--- src/rtl/luStallPkg.sv ---
package luStallPkg;

  // Strobes sent from hazard control to the bubble datapath
  typedef struct packed {
    logic pcWrite;
    logic ifIdWrite;
    logic bubble;
  } stallStrobes_t;

endpackage

--- src/rtl/luHazardCtl.sv ---
module luHazardCtl
  import luStallPkg::*;
#(
  parameter int REG_W = 5
) (
  input  logic [REG_W-1:0] decRs,
  input  logic [REG_W-1:0] decRt,
  input  logic             exIsLoad,
  input  logic [REG_W-1:0] exDst,
  output stallStrobes_t    strobes
);
  localparam int NUM_SRC = 2;

  logic [REG_W-1:0] srcField [NUM_SRC];
  logic [NUM_SRC-1:0] srcHit;
  logic needStall;

  assign srcField[0] = decRs;
  assign srcField[1] = decRt;

  // One comparator per source field; the second field is always compared
  genvar s;
  generate
    for (s = 0; s < NUM_SRC; s++) begin : gSrcCmp
      assign srcHit[s] = (srcField[s] == exDst);
    end
  endgenerate

  assign needStall = exIsLoad & (|srcHit);

  always_comb begin
    strobes.pcWrite   = ~needStall;
    strobes.ifIdWrite = ~needStall;
    strobes.bubble    = needStall;
  end
endmodule

--- src/rtl/luBubbleMux.sv ---
module luBubbleMux
  import luStallPkg::*;
#(
  parameter int CTRL_W = 9
) (
  input  stallStrobes_t      strobes,
  input  logic [CTRL_W-1:0]  ctrlIn,
  output logic [CTRL_W-1:0]  ctrlOut
);
  // Each control bit is gated to zero on a bubble slot
  genvar b;
  generate
    for (b = 0; b < CTRL_W; b++) begin : gGate
      assign ctrlOut[b] = strobes.bubble ? 1'b0 : ctrlIn[b];
    end
  endgenerate
endmodule

--- src/rtl/loadUseStallUnit.sv ---
module loadUseStallUnit
  import luStallPkg::*;
#(
  parameter int REG_W = 5,
  parameter int EX_W  = 4,
  parameter int MEM_W = 3,
  parameter int WB_W  = 2
) (
  input  logic [REG_W-1:0] ifIdRs,
  input  logic [REG_W-1:0] ifIdRt,
  input  logic             idExMemRead,
  input  logic [REG_W-1:0] idExRt,
  input  logic [EX_W-1:0]  exCtrlIn,
  input  logic [MEM_W-1:0] memCtrlIn,
  input  logic [WB_W-1:0]  wbCtrlIn,
  output logic             pcWrite,
  output logic             ifIdWrite,
  output logic [EX_W-1:0]  exCtrlOut,
  output logic [MEM_W-1:0] memCtrlOut,
  output logic [WB_W-1:0]  wbCtrlOut
);
  localparam int CTRL_W = EX_W + MEM_W + WB_W;

  stallStrobes_t strobes;
  logic [CTRL_W-1:0] bundleIn;
  logic [CTRL_W-1:0] bundleOut;

  luHazardCtl #(.REG_W(REG_W)) uCtl (
    .decRs   (ifIdRs),
    .decRt   (ifIdRt),
    .exIsLoad(idExMemRead),
    .exDst   (idExRt),
    .strobes (strobes)
  );

  assign bundleIn = {exCtrlIn, memCtrlIn, wbCtrlIn};

  luBubbleMux #(.CTRL_W(CTRL_W)) uDp (
    .strobes(strobes),
    .ctrlIn (bundleIn),
    .ctrlOut(bundleOut)
  );

  assign {exCtrlOut, memCtrlOut, wbCtrlOut} = bundleOut;
  assign pcWrite   = strobes.pcWrite;
  assign ifIdWrite = strobes.ifIdWrite;
endmodule

--- config.mk ---
export PLATFORM = sky130hd
export DESIGN_NAME = loadUseStallUnit
export DESIGN_NICKNAME = d
export VERILOG_FILES = /design/src/rtl/luStallPkg.sv /design/src/rtl/luHazardCtl.sv /design/src/rtl/luBubbleMux.sv /design/src/rtl/loadUseStallUnit.sv
export SDC_FILE = /design/constraint.sdc
export NUM_CORES = 1
export LEC_CHECK = 0
export BUFFER_PORTS_ARGS = -buffer_cell sky130_fd_sc_hd__buf_2
export CAP_MARGIN = 5
export CORE_AREA = 2 2 39 41
export DETAILED_ROUTE_END_ITERATION = 10
export DIE_AREA = 0 0 41 43
export GPL_TIMING_DRIVEN = 0
export SYNTH_ARGS = -nofsm -noshare
export SYNTH_HDL_FRONTEND = slang
export SYNTH_SLANG_ARGS = --single-unit
--- constraint.sdc ---
create_clock -name vclk -period 1.1
set_clock_uncertainty 0.2 [all_clocks]
set_input_delay 0.055 -clock vclk [all_inputs]
set_output_delay 0.055 -clock vclk [all_outputs]
set_load 0.02 [all_outputs]
Yosys cells after proc, flatten, opt, wreduce, memory -nomap -nowiden --
Index checks and enable logic that the tools add are counted. Widths: inputs -> output; s select.
Word-level totals: output and inout bits 11, logic and storage cells 14, bits in registers 0, input port bits 25
Cells by class: reduce and logical (&&, ||, !) cells 1, multiplexer cells 9, bitwise operators 2, eq/ne operators 2
Operators by type and width (number):
- $eq 5x5->1 | 2
- $mux 1 | 9
- $reduce_or 2->1 | 1
- $and 1x1->1 | 1
- $not 1->1 | 1

Depth between registers and ports, before layout --
depth in word-level cells 4, gate-level depth with buffers 5, depth with buffers taken out 3

Modules after synthesis --
Synthesis repeated with hierarchy kept, for this count alone.
Second synthesis, totals: cell total of the unflattened synthesis 27, area total of the unflattened synthesis 193.9 um2
Modules (own cells, without submodules):
- luHazardCtl | cells an instance 18, area an instance 137.6 um2, sequential area each 0.0 um2, times used 1
- luBubbleMux | cells an instance 9, area an instance 56.3 um2, sequential area each 0.0 um2, times used 1

Worst setup path after synthesis --
OpenSTA, ideal clock, no wires.
kind input port to output port, start point input idExRt[0], end point output pcWrite, path buffers 1, stages 4, path slack -0.355 ns, arrival time 1.200 ns, required time 0.845 ns, path through xor2_1 -> nor4_4 -> a22oi_1 -> buf_4
Between the ends: cells in the longest elaborated chain, start to end 4, elaborated cells on any way between the ends 5, those cells by class 2 x eq/ne; 2 x bitwise; 1 x reduce/logical
Ends and longest elaborated chain:
- from (decl) | RTL line loadUseStallUnit.sv:12 | input logic [REG_W-1:0] idExRt,
- $eq 5x5->1 | RTL line luHazardCtl.sv:25 | assign srcHit[s] = (srcField[s] == exDst);
- $reduce_or 2->1 * | RTL line luHazardCtl.sv:29 | assign needStall = exIsLoad & (|srcHit);
- $and 1x1->1 * | RTL line luHazardCtl.sv:29
- $not 1->1 *
- to (decl) | RTL line loadUseStallUnit.sv:16 | output logic pcWrite,
Every way passes the cells marked *; elsewhere a longest branch is shown, timed or not.

Worst setup path after layout --
start point input ifIdRt[2], end point output pcWrite
Between the ends: cells in the longest elaborated chain, start to end 4
Ends and longest elaborated chain:
- from (decl) | RTL line loadUseStallUnit.sv:10 | input logic [REG_W-1:0] ifIdRt,
- $eq 5x5->1 | RTL line luHazardCtl.sv:25
- $reduce_or 2->1 | RTL line luHazardCtl.sv:29
- $and 1x1->1 | RTL line luHazardCtl.sv:29
- $not 1->1 | RTL line luHazardCtl.sv:32 | strobes.pcWrite = ~needStall;
No other way between the ends.

==> impl_results.md <==
- Worst vdd ir: 0.203 mV
- Max FO, Critical Path: 5
- Final Max Tran Viols: 0
- ANT cells: 0
- Yosys cell types: 10
- Final worst slack: -0.310 ns
- Vias in the first global route: 427
- FMAX: 709 MHz
- All-Layer GR Usage: 0.126
- Core ar.: 1380 µm²
- Register area: 0 µm²
- Pre-CTS WS: -0.579 ns
- Slew headroom: 0.776
- Critical path class: input port to primary output
- Die ar.: 1760 µm²
- Placed cell count: 88
- Syn-to-layout area delta: 162%
- Most frequent cell on the critical path: buf_6
- Slew @ Worst Pin: 0.333 ns
- Final nets: 103
- Most frequent cells in the layout: buf_2 (19), buf_4 (13), inv_1 (9), a221oi_2 (9), buf_6 (8)
- Critical Path, Cell by Cell: buf_6 -> xor2_2 -> nor4_4 -> buf_6 -> a22oi_2 -> buf_4 -> buf_6
- Mapped cell area: 280 µm²
- CP max stage delay: 0.33 ns
- First-pass GRT wire length: 1630 µm
- Max-cap violation count: 0
- Final hold viol count: 0
- Clock Buffer Count: 0
- Final ANT Viol Nets: 0
- Grt ovf: 0
- # setup viols final: 11
- Mapped Nets: 61
- Power per cell area: 438 nW/µm²
- Io pins: 36
- Minimum clock period: 1.41 ns
- Fillers: 128
- Initial Util: 0.203
- Fin Setup TNS: -3.21 ns
- Failing checks: setup timing
- Period utilization: 1.28
- Worst-path cell with the longest stage delay: nor4_4
- Sequential area share after synthesis: 0
- Initial antenna violation count: 0
- Hold slack: 0.234 ns
- Share of post-route cells with drive strength above 1: 0.816
- Vias per std cell: 4.62
- FFs & Latches: 0
- Number of remaining DRC errors: 0
- Final WL: 1050 µm
- Initial DRC Count: 2
- Row cnt: 14
- Placer Congestion: 0.622
- RSZ-0062 raised after global routing: true
- CP Capture Type: primary output
- Avg WL per Cell: 11.4 µm
- Syn avg cell area: 7.79 µm²
- Worst EP arrival: 1.16 ns
- Hold/Removal Path Class: input port to primary output
- Placed Area: 504 µm²
- Leak pwr: 0.364 nW
- Non-Filler Instances: 92
- Commonest non-fill, non-tap cell in the layout: buf_2
- Design Power: 0.321 mW
- Total vias in the final route: 425
- Die X: 41 µm
- Gate Count Post-Synth: 36
- Multi-input combinational cell area: 359 µm²
- Ys Warns: 0
- Pin count of the biggest net entering global routing: 11
- Port bufs: 36
- Die height: 43 µm
- Final Cell Area: 733 µm²
- Router iterations before antenna repair: 2
- CP startpoint kind: input port
- Required time of the critical path: 0.84 ns
- Hold buffers post-CTS: 0
- Status: finished with violations
- Util after Layout: 0.530
## logic make-up after synthesis
logic type,share of synthesized area
AND/OR/NAND/NOR,0.196
AO/OA/AOI/OAI,0.308
XOR/XNOR,0.313
buffers and inverters,0.183
## repair_timing
action	CTS	global route
endpoints found under the hold margin	0	0
resized for setup	33	10
setup buffers	4	0
setup endpoints to repair	11	11
cloned	1	0
pin swaps	12	11
## critical path, delay by kind of cell
kind,cells,cell delay [ns]
buf+inv,4,0.53
xor+xnor,1,0.18
compound gates,1,0.06
simple gates,1,0.33
## synth_stat cells
| cell type | instances | area, µm² |
|---|---|---|
| xor2_1 | 8 | 70.1 |
| and2_1 | 2 | 12.5 |
| buf_2 | 1 | 5.00 |
| clkbuf_2 | 1 | 5.00 |
| inv_1 | 9 | 33.8 |
| xnor2_1 | 2 | 17.5 |
| a22oi_1 | 1 | 7.51 |
| buf_4 | 1 | 7.51 |
| a221oi_1 | 9 | 78.8 |
| nor4_4 | 2 | 42.5 |
## routing by layer
metal,global-route usage,wire length (µm),part of all wire
met2,0.263,656,0.63
met4,0,0,0
met1,0.129,304,0.29
met3,0.00524,85,0.081
met5,0,0,0
## power breakdown
part           internal [mW]  total [mW]  switching (mW)
sequential                 0           0               0
combinational          0.158       0.321           0.163
clock                      0           0               0
total                  0.158       0.321           0.163
## final timing paths
path              slack [ns]            end  cells after the start          from
hold / removal          0.23  memCtrlOut[2]                      4  memCtrlIn[2]
setup / recovery       -0.31        pcWrite                      7     ifIdRt[2]
## area by class of cell
type / instances / area share
multi-input combinational: 24 / 0.490
buffer: 2 / 0.0171
timing repair buffer: 41 / 0.420
inverter: 9 / 0.0461
tap: 16 / 0.0273
Note: power is estimated with default switching activity, not from simulation.
